## config.mk

```make
export PLATFORM = sky130hd
export DESIGN_NAME = bit_tac_unit
export DESIGN_NICKNAME = d
export VERILOG_FILES = /design/src/rtl/btc_pkg.sv /design/src/rtl/btc_seq.sv /design/src/rtl/btc_flags.sv /design/src/rtl/bit_tac_unit.sv
export SDC_FILE = /design/constraint.sdc
export NUM_CORES = 1
export LEC_CHECK = 0
export ABC_AREA = 1
export BUFFER_PORTS_ARGS = -buffer_cell sky130_fd_sc_hd__buf_2
export CORE_AREA = 3 3 100 150
export DETAILED_ROUTE_END_ITERATION = 8
export DIE_AREA = 0 0 103 153
export GPL_TIMING_DRIVEN = 0
export PLACE_DENSITY_LB_ADDON = 0.3
export SETUP_SLACK_MARGIN = 0.15
export SYNTH_ARGS = -nofsm -noshare
export SYNTH_HDL_FRONTEND = slang
export SYNTH_SLANG_ARGS = --single-unit
```

## constraint.sdc

```tcl
create_clock -name clk -period 1.7 [get_ports clk]
set_input_delay 0.085 -clock clk [delete_from_list [all_inputs] [get_ports clk]]
set_output_delay 0.085 -clock clk [all_outputs]
set_load 0.01 [all_outputs]
```

## src/rtl/btc_pkg.sv

```systemverilog
package btc_pkg;
    typedef enum logic [1:0] {
        TGT_XMEM = 2'd0,
        TGT_YMEM = 2'd1,
        TGT_REG  = 2'd2,
        TGT_STAT = 2'd3
    } tgt_e;

    typedef enum logic [1:0] {
        ST_IDLE  = 2'd0,
        ST_READ  = 2'd1,
        ST_WRITE = 2'd2
    } st_e;

    localparam int CARRY_POS = 0;
endpackage

```

## src/rtl/btc_seq.sv

```systemverilog
module btc_seq
    import btc_pkg::*;
#(
    parameter int DW  = 32,
    parameter int AW  = 16,
    parameter int RSW = 4,
    localparam int BW = $clog2(DW)
) (
    input  logic           clk,
    input  logic           rst_n,
    input  logic           cmd_valid,
    input  logic [1:0]     cmd_target,
    input  logic [AW-1:0]  cmd_addr,
    input  logic [BW-1:0]  cmd_bit,
    input  logic [DW-1:0]  cmd_operand,
    output logic           mem_req,
    output logic           mem_we,
    output logic           mem_space,
    output logic [AW-1:0]  mem_addr,
    output logic [DW-1:0]  mem_wdata,
    input  logic [DW-1:0]  mem_rdata,
    input  logic           mem_ack,
    output logic           mem_lock,
    output logic           rf_we,
    output logic [RSW-1:0] rf_wsel,
    output logic [DW-1:0]  rf_wdata,
    output logic           busy,
    output logic           done,
    output logic           upd_en,
    output logic           upd_stat,
    output logic [BW-1:0]  upd_bit,
    output logic           upd_tbit
);
    typedef struct packed {
        st_e           st;
        logic [AW-1:0] addr;
        logic          space;
        logic [BW-1:0] bidx;
        logic [DW-1:0] data;
        logic          tbit;
        logic          done;
        logic          rf_we;
    } seq_s;

    seq_s seq_q, seq_d;

    always_comb begin
        seq_d       = seq_q;
        seq_d.done  = 1'b0;
        seq_d.rf_we = 1'b0;
        upd_en      = 1'b0;
        upd_stat    = 1'b0;
        upd_tbit    = seq_q.tbit;
        upd_bit     = seq_q.bidx;
        case (seq_q.st)
            ST_IDLE: begin
                upd_bit = cmd_bit;
                if (cmd_valid) begin
                    seq_d.bidx = cmd_bit;
                    seq_d.addr = cmd_addr;
                    case (tgt_e'(cmd_target))
                        TGT_XMEM, TGT_YMEM: begin
                            seq_d.st    = ST_READ;
                            seq_d.space = (tgt_e'(cmd_target) == TGT_YMEM);
                        end
                        TGT_REG: begin
                            seq_d.data  = cmd_operand & ~(DW'(1) << cmd_bit);
                            seq_d.tbit  = cmd_operand[cmd_bit];
                            seq_d.rf_we = 1'b1;
                            seq_d.done  = 1'b1;
                            upd_en      = 1'b1;
                            upd_tbit    = cmd_operand[cmd_bit];
                        end
                        default: begin
                            seq_d.done = 1'b1;
                            upd_en     = 1'b1;
                            upd_stat   = 1'b1;
                        end
                    endcase
                end
            end
            ST_READ: begin
                if (mem_ack) begin
                    seq_d.data = mem_rdata & ~(DW'(1) << seq_q.bidx);
                    seq_d.tbit = mem_rdata[seq_q.bidx];
                    seq_d.st   = ST_WRITE;
                end
            end
            ST_WRITE: begin
                if (mem_ack) begin
                    seq_d.st   = ST_IDLE;
                    seq_d.done = 1'b1;
                    upd_en     = 1'b1;
                end
            end
            default: seq_d.st = ST_IDLE;
        endcase
    end

    always_ff @(posedge clk) begin
        if (!rst_n) seq_q <= '0;
        else        seq_q <= seq_d;
    end

    assign mem_req   = (seq_q.st == ST_READ) || (seq_q.st == ST_WRITE);
    assign mem_we    = (seq_q.st == ST_WRITE);
    assign mem_lock  = (seq_q.st != ST_IDLE);
    assign mem_space = seq_q.space;
    assign mem_addr  = seq_q.addr;
    assign mem_wdata = seq_q.data;
    assign rf_we     = seq_q.rf_we;
    assign rf_wsel   = seq_q.addr[RSW-1:0];
    assign rf_wdata  = seq_q.data;
    assign busy      = (seq_q.st != ST_IDLE);
    assign done      = seq_q.done;

    // every request carries the lock
    a_r4_lock_with_req: assert property (@(posedge clk) disable iff (!rst_n)
        mem_req |-> mem_lock);
    // lock drops only after a write acknowledge
    a_r4_lock_until_wack: assert property (@(posedge clk) disable iff (!rst_n)
        $fell(mem_lock) |-> $past(mem_req && mem_we && mem_ack));
    // a write phase only ever follows an acknowledged read
    a_r3_write_after_read: assert property (@(posedge clk) disable iff (!rst_n)
        $rose(mem_we) |-> $past(mem_req && !mem_we && mem_ack));
    // written word has the selected bit at zero
    a_r1_wbit_clear: assert property (@(posedge clk) disable iff (!rst_n)
        (mem_req && mem_we) |-> !mem_wdata[seq_q.bidx]);
    // completion is never reported while busy
    a_r5_done_not_busy: assert property (@(posedge clk) disable iff (!rst_n)
        done |-> !busy);
    // register write never coincides with bus activity
    a_r7_reg_no_bus: assert property (@(posedge clk) disable iff (!rst_n)
        rf_we |-> !mem_req);
endmodule

```

## src/rtl/btc_flags.sv

```systemverilog
module btc_flags
    import btc_pkg::*;
#(
    parameter int DW  = 32,
    localparam int BW = $clog2(DW)
) (
    input  logic          clk,
    input  logic          rst_n,
    input  logic          upd_en,
    input  logic          upd_stat,
    input  logic [BW-1:0] upd_bit,
    input  logic          upd_tbit,
    input  logic          ld_en,
    input  logic [DW-1:0] ld_data,
    output logic [DW-1:0] sr
);
    logic [DW-1:0] sr_q, sr_d;
    logic          old_bit;

    always_comb begin
        sr_d    = sr_q;
        old_bit = sr_q[upd_bit];
        if (upd_en) begin
            if (upd_stat) begin
                sr_d[upd_bit] = 1'b0;
                if (upd_bit != '0) sr_d[CARRY_POS] = old_bit;
            end else begin
                sr_d[CARRY_POS] = upd_tbit;
            end
        end else if (ld_en) begin
            sr_d = ld_data;
        end
    end

    always_ff @(posedge clk) begin
        if (!rst_n) sr_q <= '0;
        else        sr_q <= sr_d;
    end

    assign sr = sr_q;

    // carry takes the tested value for non-status targets
    a_r2_carry_load: assert property (@(posedge clk) disable iff (!rst_n)
        (upd_en && !upd_stat) |=> (sr_q[CARRY_POS] == $past(upd_tbit)));
    // the selected status bit ends at zero
    a_r8_stat_bit_zero: assert property (@(posedge clk) disable iff (!rst_n)
        (upd_en && upd_stat) |=> (sr_q[$past(upd_bit)] == 1'b0));
    // index 0 on the status register leaves carry clear
    a_r9_carry_clear_wins: assert property (@(posedge clk) disable iff (!rst_n)
        (upd_en && upd_stat && upd_bit == '0) |=> !sr_q[CARRY_POS]);
    // a load is dropped when the unit updates the register
    a_r10_unit_wins: assert property (@(posedge clk) disable iff (!rst_n)
        (upd_en && !upd_stat && ld_en) |=> (sr_q[DW-1:1] == $past(sr_q[DW-1:1])));
endmodule

```

## src/rtl/bit_tac_unit.sv

```systemverilog
module bit_tac_unit
    import btc_pkg::*;
#(
    parameter int DW  = 32,
    parameter int AW  = 16,
    parameter int RSW = 4,
    localparam int BW = $clog2(DW)
) (
    input  logic           clk,
    input  logic           rst_n,
    input  logic           cmd_valid,
    input  logic [1:0]     cmd_target,
    input  logic [AW-1:0]  cmd_addr,
    input  logic [BW-1:0]  cmd_bit,
    input  logic [DW-1:0]  cmd_operand,
    output logic           mem_req,
    output logic           mem_we,
    output logic           mem_space,
    output logic [AW-1:0]  mem_addr,
    output logic [DW-1:0]  mem_wdata,
    input  logic [DW-1:0]  mem_rdata,
    input  logic           mem_ack,
    output logic           mem_lock,
    output logic           rf_we,
    output logic [RSW-1:0] rf_wsel,
    output logic [DW-1:0]  rf_wdata,
    input  logic           sr_wr_en,
    input  logic [DW-1:0]  sr_wr_data,
    output logic [DW-1:0]  status,
    output logic           busy,
    output logic           done
);
    logic          upd_en;
    logic          upd_stat;
    logic [BW-1:0] upd_bit;
    logic          upd_tbit;

    btc_seq #(.DW(DW), .AW(AW), .RSW(RSW)) u_seq (
        .clk         (clk),
        .rst_n       (rst_n),
        .cmd_valid   (cmd_valid),
        .cmd_target  (cmd_target),
        .cmd_addr    (cmd_addr),
        .cmd_bit     (cmd_bit),
        .cmd_operand (cmd_operand),
        .mem_req     (mem_req),
        .mem_we      (mem_we),
        .mem_space   (mem_space),
        .mem_addr    (mem_addr),
        .mem_wdata   (mem_wdata),
        .mem_rdata   (mem_rdata),
        .mem_ack     (mem_ack),
        .mem_lock    (mem_lock),
        .rf_we       (rf_we),
        .rf_wsel     (rf_wsel),
        .rf_wdata    (rf_wdata),
        .busy        (busy),
        .done        (done),
        .upd_en      (upd_en),
        .upd_stat    (upd_stat),
        .upd_bit     (upd_bit),
        .upd_tbit    (upd_tbit)
    );

    btc_flags #(.DW(DW)) u_flags (
        .clk      (clk),
        .rst_n    (rst_n),
        .upd_en   (upd_en),
        .upd_stat (upd_stat),
        .upd_bit  (upd_bit),
        .upd_tbit (upd_tbit),
        .ld_en    (sr_wr_en),
        .ld_data  (sr_wr_data),
        .sr       (status)
    );
endmodule

```

==> results of run 1 <==
cell type report:
cell class	count	share of cell area, %
inverters	70	3.13
well taps	165	2.26
diodes	1	0.0274
clock inverters	7	0.876
repair buffers	302	19.9
clock buffers	9	2.46
multi-input cells	663	39.5
plain buffers	151	11.9
flip-flops and latches	91	20.0
power by group through the flow:
stage | Sequential [W] | Combinational, W | Clock [W]
2_1_floorplan | 0.00257 | 0.00183 | 0
3_3_place_gp | 0.00257 | 0.00278 | 0
3_5_place_dp | 0.00257 | 0.00279 | 0
4_1_cts | 0.00252 | 0.00307 | 0.00217
5_1_grt | 0.00256 | 0.00370 | 0.00222
6_report | 0.00253 | 0.00342 | 0.00213
timing repair:
item	CTS	global route
endpoints found under the setup margin	87	88
hold endpoints to repair	39	0
gates resized for setup	66	104
hold buffers	39	0
gates cloned	2	2
buffers inserted	10	6
pin swaps	2	18
critical path, cell delays in order (launching register included):
cell and delay (ns):
dfxtp_2 0.33, inv_2 0.08, ha_4 0.25, inv_8 0.07
nand2_8 0.07, nand2_8 0.07, buf_6 0.14, nand2_2 0.05
nand2_1 0.05, nand2_1 0.05, nand2_1 0.06, nand2_1 0.06
nand2_1 0.07, nor2_1 0.11, nand2_1 0.07, nand2_1 0.08
nand3_2 0.08, nand2_1 0.08, a21oi_1 0.06
synth_stat cells, types with 3 or more instances:
cell / count
clkbuf_1: 36
inv_1: 48
dfxtp_1: 91
ha_1: 3
buf_1: 3
nand2_1: 225
buf_2: 19
a31oi_1: 12
clkinv_1: 5
nand4_1: 56
nor2_2: 3
nor2_1: 62
o21ai_2: 3
o21ai_0: 58
inv_2: 17
a22oi_1: 9
nand2_2: 4
o21ai_1: 12
nand3_1: 131
a21oi_1: 51
buf_4: 92
o211ai_1: 27
nor4_1: 4
kinds of logic after synthesis:
logic type / Yosys count / synth area share (%)
fa+ha+maj: 3 / 0.604
simple gates: 487 / 34.9
flops: 91 / 29.3
compound gates: 173 / 15.9
buf+inv: 221 / 19.4
per-layer routing:
| metal | track usage [%] | routed length, um | vias to the layer above |
|---|---|---|---|
| met5 | 0 | 0 | - |
| met4 | 16.0 | 1400 | 0 |
| met3 | 3.74 | 1790 | 90 |
| met2 | 55.6 | 13400 | 425 |
| met1 | 34.5 | 9100 | 3665 |
| li1 | - | - | 3842 |
flip-flops by register name, indices dropped and copies added, names as in the netlist:
register	flops
u_seq.mem_addr	16
u_seq.mem_wdata	32
u_flags.sr	32
u_seq.mem_space	1
u_seq.done	1
u_seq.seq_q	8
u_seq.rf_we	1
per-stage QoR:
stage          instance area, um2  setup slack, ns  power (W)  cells
2_1_floorplan                6340            0.103    0.00439    975
3_3_place_gp                 7760           -0.373    0.00535   1383
3_5_place_dp                 7760           -0.346    0.00536   1383
4_1_cts                      8790           -0.190    0.00776   1450
5_1_grt                      9140           -0.389    0.00849   1459
6_report                     9140           -0.275    0.00809   1459
final timing paths:
path                                                  endpoint  slack (ns)  cells past startpoint
worst max register to register      u_flags.sr[0]$_SDFFE_PN0P_       -0.27                     18
worst min-delay path            u_seq.mem_addr[8]$_SDFFE_PN0P_       0.005                      3
worst min register to register     u_flags.sr[20]$_SDFFE_PN0P_        0.48                      2
worst max-delay path                u_flags.sr[0]$_SDFFE_PN0P_       -0.27                     18
==> results.toml, run 1 <==
[outcome]
status = "finished with violations"
failed_checks = "negative setup slack"

[floorplanning]
die_height_um = 153
rows = 53
pin_count = 247
core_area_um2 = 13900
die_area_um2 = 15800
start_util_pct = 44.7
die_x_um = 103

[clock_tree]
cts_tree = "done"
htreeDepth = 3
clk_pin_slew_ns = 0.07
clk_latency_ns = 0.35
cts.sinks = 91
root_buffer = "clkbuf_16"
cts_buffers = 9
ctsLongestPathBuffers = 2

[critical_path]
crit_path_start = "u_seq.seq_q[58]$_SDFFE_PN0P_"
worstReg2RegStart = "u_seq.seq_q[58]$_SDFFE_PN0P_"
path_class = "flip-flop to flip-flop"
cp.required_ns = 1.91
critPathLaunchType = "flip-flop"
cp-end-kind = "flip-flop"
arrival_ns = 2.19
worst-path-max-fanout = 8

[sta]
worst_slew_pin_slew_ns = 0.695
finalCriticalPeriod_ns = 1.97
skew_ns = 0.00836
final_hold_viol_count = 0
finalSetupViolCount = 65
tns_ns = -8.08
slew_viol_final = 0
finalCritPeriodShare_pct = 116
whs_ns = 0.00510
maxSlewHeadroom_pct = 53.7
fin_ws_ns = -0.275
rsz0062_at_grt = "yes"
fmax_mhz = 506

[drt]
drtPass1Iterations = 5
drtIter0Drc = 522
routed_wl_um = 25700
vias = 8022
vias_per_cell = 5.50
antenna_left = 0
drc = 0
wl_per_cell_um = 17.6

[pwr]
power_leakage_nw = 4.52
combPwrFrac_pct = 42.3
p_int_w = 0.00498
power_frac_clock_pct = 26.3
p_sw_w = 0.00311
power.density_nw_per_um2 = 884
seq_power_share_pct = 31.3
switching_share_pct = 38.4
ir_worst_vdd_mv = 0.471

[logic_synthesis]
synthCells = 975
syn_avg_cell_area_um2 = 6.38
ys_seq_elements = 91
synth_nets = 1102
synth.distinct_cells = 27
yosysTopAreaCell = "dfxtp_1"
syn_area_um2 = 6220
synth_ff_type = "dfxtp_1"
yosys-top-cells-area = "dfxtp_1 29%, nand2_1 14%, buf_4 11%, nand3_1 11%, nand4_1 5.6%"
yosys_warnings = 0
synth-async-reset-ratio_pct = 0
synth-edff-count = 0
ys_seq_area_share_pct = 29.3
synth_top_area_share_pct = 29.3

[global_route]
grt.overflow.total = 0
gr-usage-all-layers_pct = 30.9
grt_pass1_vias = 7543
antenna_found_initial = 1
grt_pass1_wl_um = 38400
grt_max_degree = 18

[layout]
final_common_cell = "buf_2"
layout-drive-gt1-share_pct = 40.0
nNetsFinal = 1415
mostFrequentLayoutCells = "255 x buf_2, 204 x nand2_1, 117 x nand3_1, 104 x buf_4, 88 x dfxtp_1"
nFillCells = 1302
multi_input_area_um2 = 3610
seq_area_um2 = 1830
fin_util_pct = 65.7
area_growth_pct = 47.0

[min_path]
hold_path.class = "primary input to flip-flop"
hp-start = "cmd_addr[8]"

[placement]
gp_congestion = 0.991
numPortBuffers = 243
dp_hpwl_um = 19300

[flow_run]
maxCapViolCount = 0
Power figures use the tool's default switching activity.
==> run 2: changes to the inputs <==
--- a/config.mk
+++ b/config.mk
@@ -7,9 +7,9 @@
 export LEC_CHECK = 0
 export ABC_AREA = 1
 export BUFFER_PORTS_ARGS = -buffer_cell sky130_fd_sc_hd__buf_2
-export CORE_AREA = 3 3 100 150
+export CORE_AREA = 2 2 99 149
 export DETAILED_ROUTE_END_ITERATION = 8
-export DIE_AREA = 0 0 103 153
+export DIE_AREA = 0 0 101 151
 export GPL_TIMING_DRIVEN = 0
 export PLACE_DENSITY_LB_ADDON = 0.3
 export SETUP_SLACK_MARGIN = 0.15
==> run 2 against run 1 <==
The flow finishes with violations (negative hold slack, negative setup slack). Final cell count shrank 0.41%. Sequential cell count unchanged. Sequential share of layout area rose by 0.47 points. Die area is 3.2% lower. First-iteration DRC count rose by 11%. Wire length fell by 1.3%. Critical path depth is 3 lower. Global-route usage grew 1.2 points. Via count is 1.8% lower. Critical path type unchanged. Critical endpoint unchanged.
==> results.toml, run 2 (synthesis gave the netlist of run 1 again) <==
[outcome]
status = "finished with violations"
failed_checks = "negative hold slack, negative setup slack"

[clock_tree]
ctsLongestPathBuffers = 2
htreeDepth = 3
cts.sinks = 91
clk_latency_ns = 0.35
root_buffer = "clkbuf_16"
cts_buffers = 9
cts_tree = "done"
clk_pin_slew_ns = 0.08

[sta]
rsz0062_at_grt = "yes"
maxSlewHeadroom_pct = 63.0
skew_ns = 0.0113
final_hold_viol_count = 1
worst_slew_pin_slew_ns = 0.555
fmax_mhz = 526
finalSetupViolCount = 64
finalCriticalPeriod_ns = 1.90
fin_ws_ns = -0.203
whs_ns = -0.00516
finalCritPeriodShare_pct = 112
slew_viol_final = 0

[floorplanning]
die_x_um = 101
die_area_um2 = 15300
rows = 53
pin_count = 247
die_height_um = 151
start_util_pct = 44.7
core_area_um2 = 13900

[layout]
multi_input_area_um2 = 3470
layout-drive-gt1-share_pct = 37.3
nNetsFinal = 1410
seq_area_um2 = 1830
final_common_cell = "buf_2"
antenna_cells = 0
final_area_um2 = 8950
nFillCells = 1394
stdcell_count = 1453
mostFrequentLayoutCells = "253 x buf_2, 214 x nand2_1, 120 x nand3_1, 103 x buf_4, 87 x dfxtp_1"
area_growth_pct = 43.9

[drt]
vias_per_cell = 5.42
vias = 7880
drc = 0
antenna_left = 0
wl_per_cell_um = 17.4
routed_wl_um = 25300
drtIter0Drc = 580
drtPass1Iterations = 6

[critical_path]
cp.required_ns = 1.97
path_class = "flip-flop to flip-flop"
arrival_ns = 2.18
worst-path-buf-inv = 2
cp_cell_sequence = "inv_2, ha_4, buf_12, nand2_1, o21ai_2, nand2_1, nor2_1, nand2_1, nand2_1, nor2_1, nand2_1, nand2_1, nand3_2, nand2_1, a21oi_1"
cp-end-kind = "flip-flop"
critPathTopFamily = "simple AND/OR/NAND/NOR gates"
worst-path-max-fanout = 10
cp_common_cell = "nand2_1"
critPathLaunchType = "flip-flop"
slowest_delay_ns = 0.33
cp_slowest_cell = "dfxtp_2"

[flow_run]
maxCapViolCount = 0

[placement]
numPortBuffers = 243
place_area_um2 = 7760
dp.cells = 1383
dp_hpwl_um = 19400
gp_congestion = 0.966

[global_route]
antenna_found_initial = 0
grt_max_degree = 19
grt_pass1_vias = 7579
grt_use_met2_pct = 59.5
gr-usage-all-layers_pct = 32.2
grt.overflow.total = 0
met3_usage_pct = 4.20
top_usage_layer = "met2"
grt_pass1_wl_um = 38200
met1_usage_pct = 34.5

[pwr]
power.density_nw_per_um2 = 886
ir_worst_vdd_mv = 0.508
power_leakage_nw = 4.47
fin_total_pwr_w = 0.00793

[min_path]
hold_path.class = "primary input to flip-flop"
==> run 2: path summary, 6_finish.rpt <==
check | startpoint | end | slack, ns | cells past startpoint
max | u_seq.seq_q[58]$_SDFFE_PN0P_ | u_flags.sr[0]$_SDFFE_PN0P_ | -0.20 | 15
min | cmd_addr[12] | u_seq.mem_addr[12]$_SDFFE_PN0P_ | -0.005 | 3
max reg2reg | u_seq.seq_q[58]$_SDFFE_PN0P_ | u_flags.sr[0]$_SDFFE_PN0P_ | -0.20 | 15
min reg2reg | u_flags.sr[29]$_SDFFE_PN0P_ | u_flags.sr[29]$_SDFFE_PN0P_ | 0.48 | 2
==> run 2: what timing repair did <==
item / 4_1_cts / 5_1_grt
pin swaps: 2 / 3
buffers inserted: 4 / 5
hold buffers: 43 / 0
cloned: 1 / 1
endpoints found under the setup margin: 86 / 84
gates resized for setup: 50 / 67
hold endpoints to repair: 43 / 0
==> run 2: routing by layer <==
metal	vias up	wire, um
met5	-	0
met4	0	1310
met3	78	1520
met2	365	13300
met1	3608	9190
li1	3829	-
==> run 2: final cells by class <==
cell class	count	share of cell area, %
sequential	91	20.4
multi-input combinational	663	38.8
inverter	70	3.10
clock inverter	7	1.08
timing repair buffer	297	19.7
clock buffer	9	2.52
tap	165	2.31
buffer	151	12.0
==> run 2: metrics by stage <==
step                      setup TNS (ns)  worst slack, ns  util, %
after floorplan                        0            0.103        -
after global placement            -14.94           -0.419     55.8
after detailed placement          -14.64           -0.392     55.8
after CTS                          -3.83           -0.163     62.6
after global routing              -12.97           -0.386     64.3
final                              -5.16           -0.203     64.3
==> run 2: tightest hold or removal path: stages <==
cell and delay [ns]:
buf_2 0.07, o21ai_0 0.07, nor2_1 0.08
==> run 2: report_power, final <==
group          internal [W]  switching [W]  leakage [nW]
clock               0.00119        0.00100         0.154
sequential          0.00236       0.000181         0.750
combinational       0.00136        0.00184          3.57
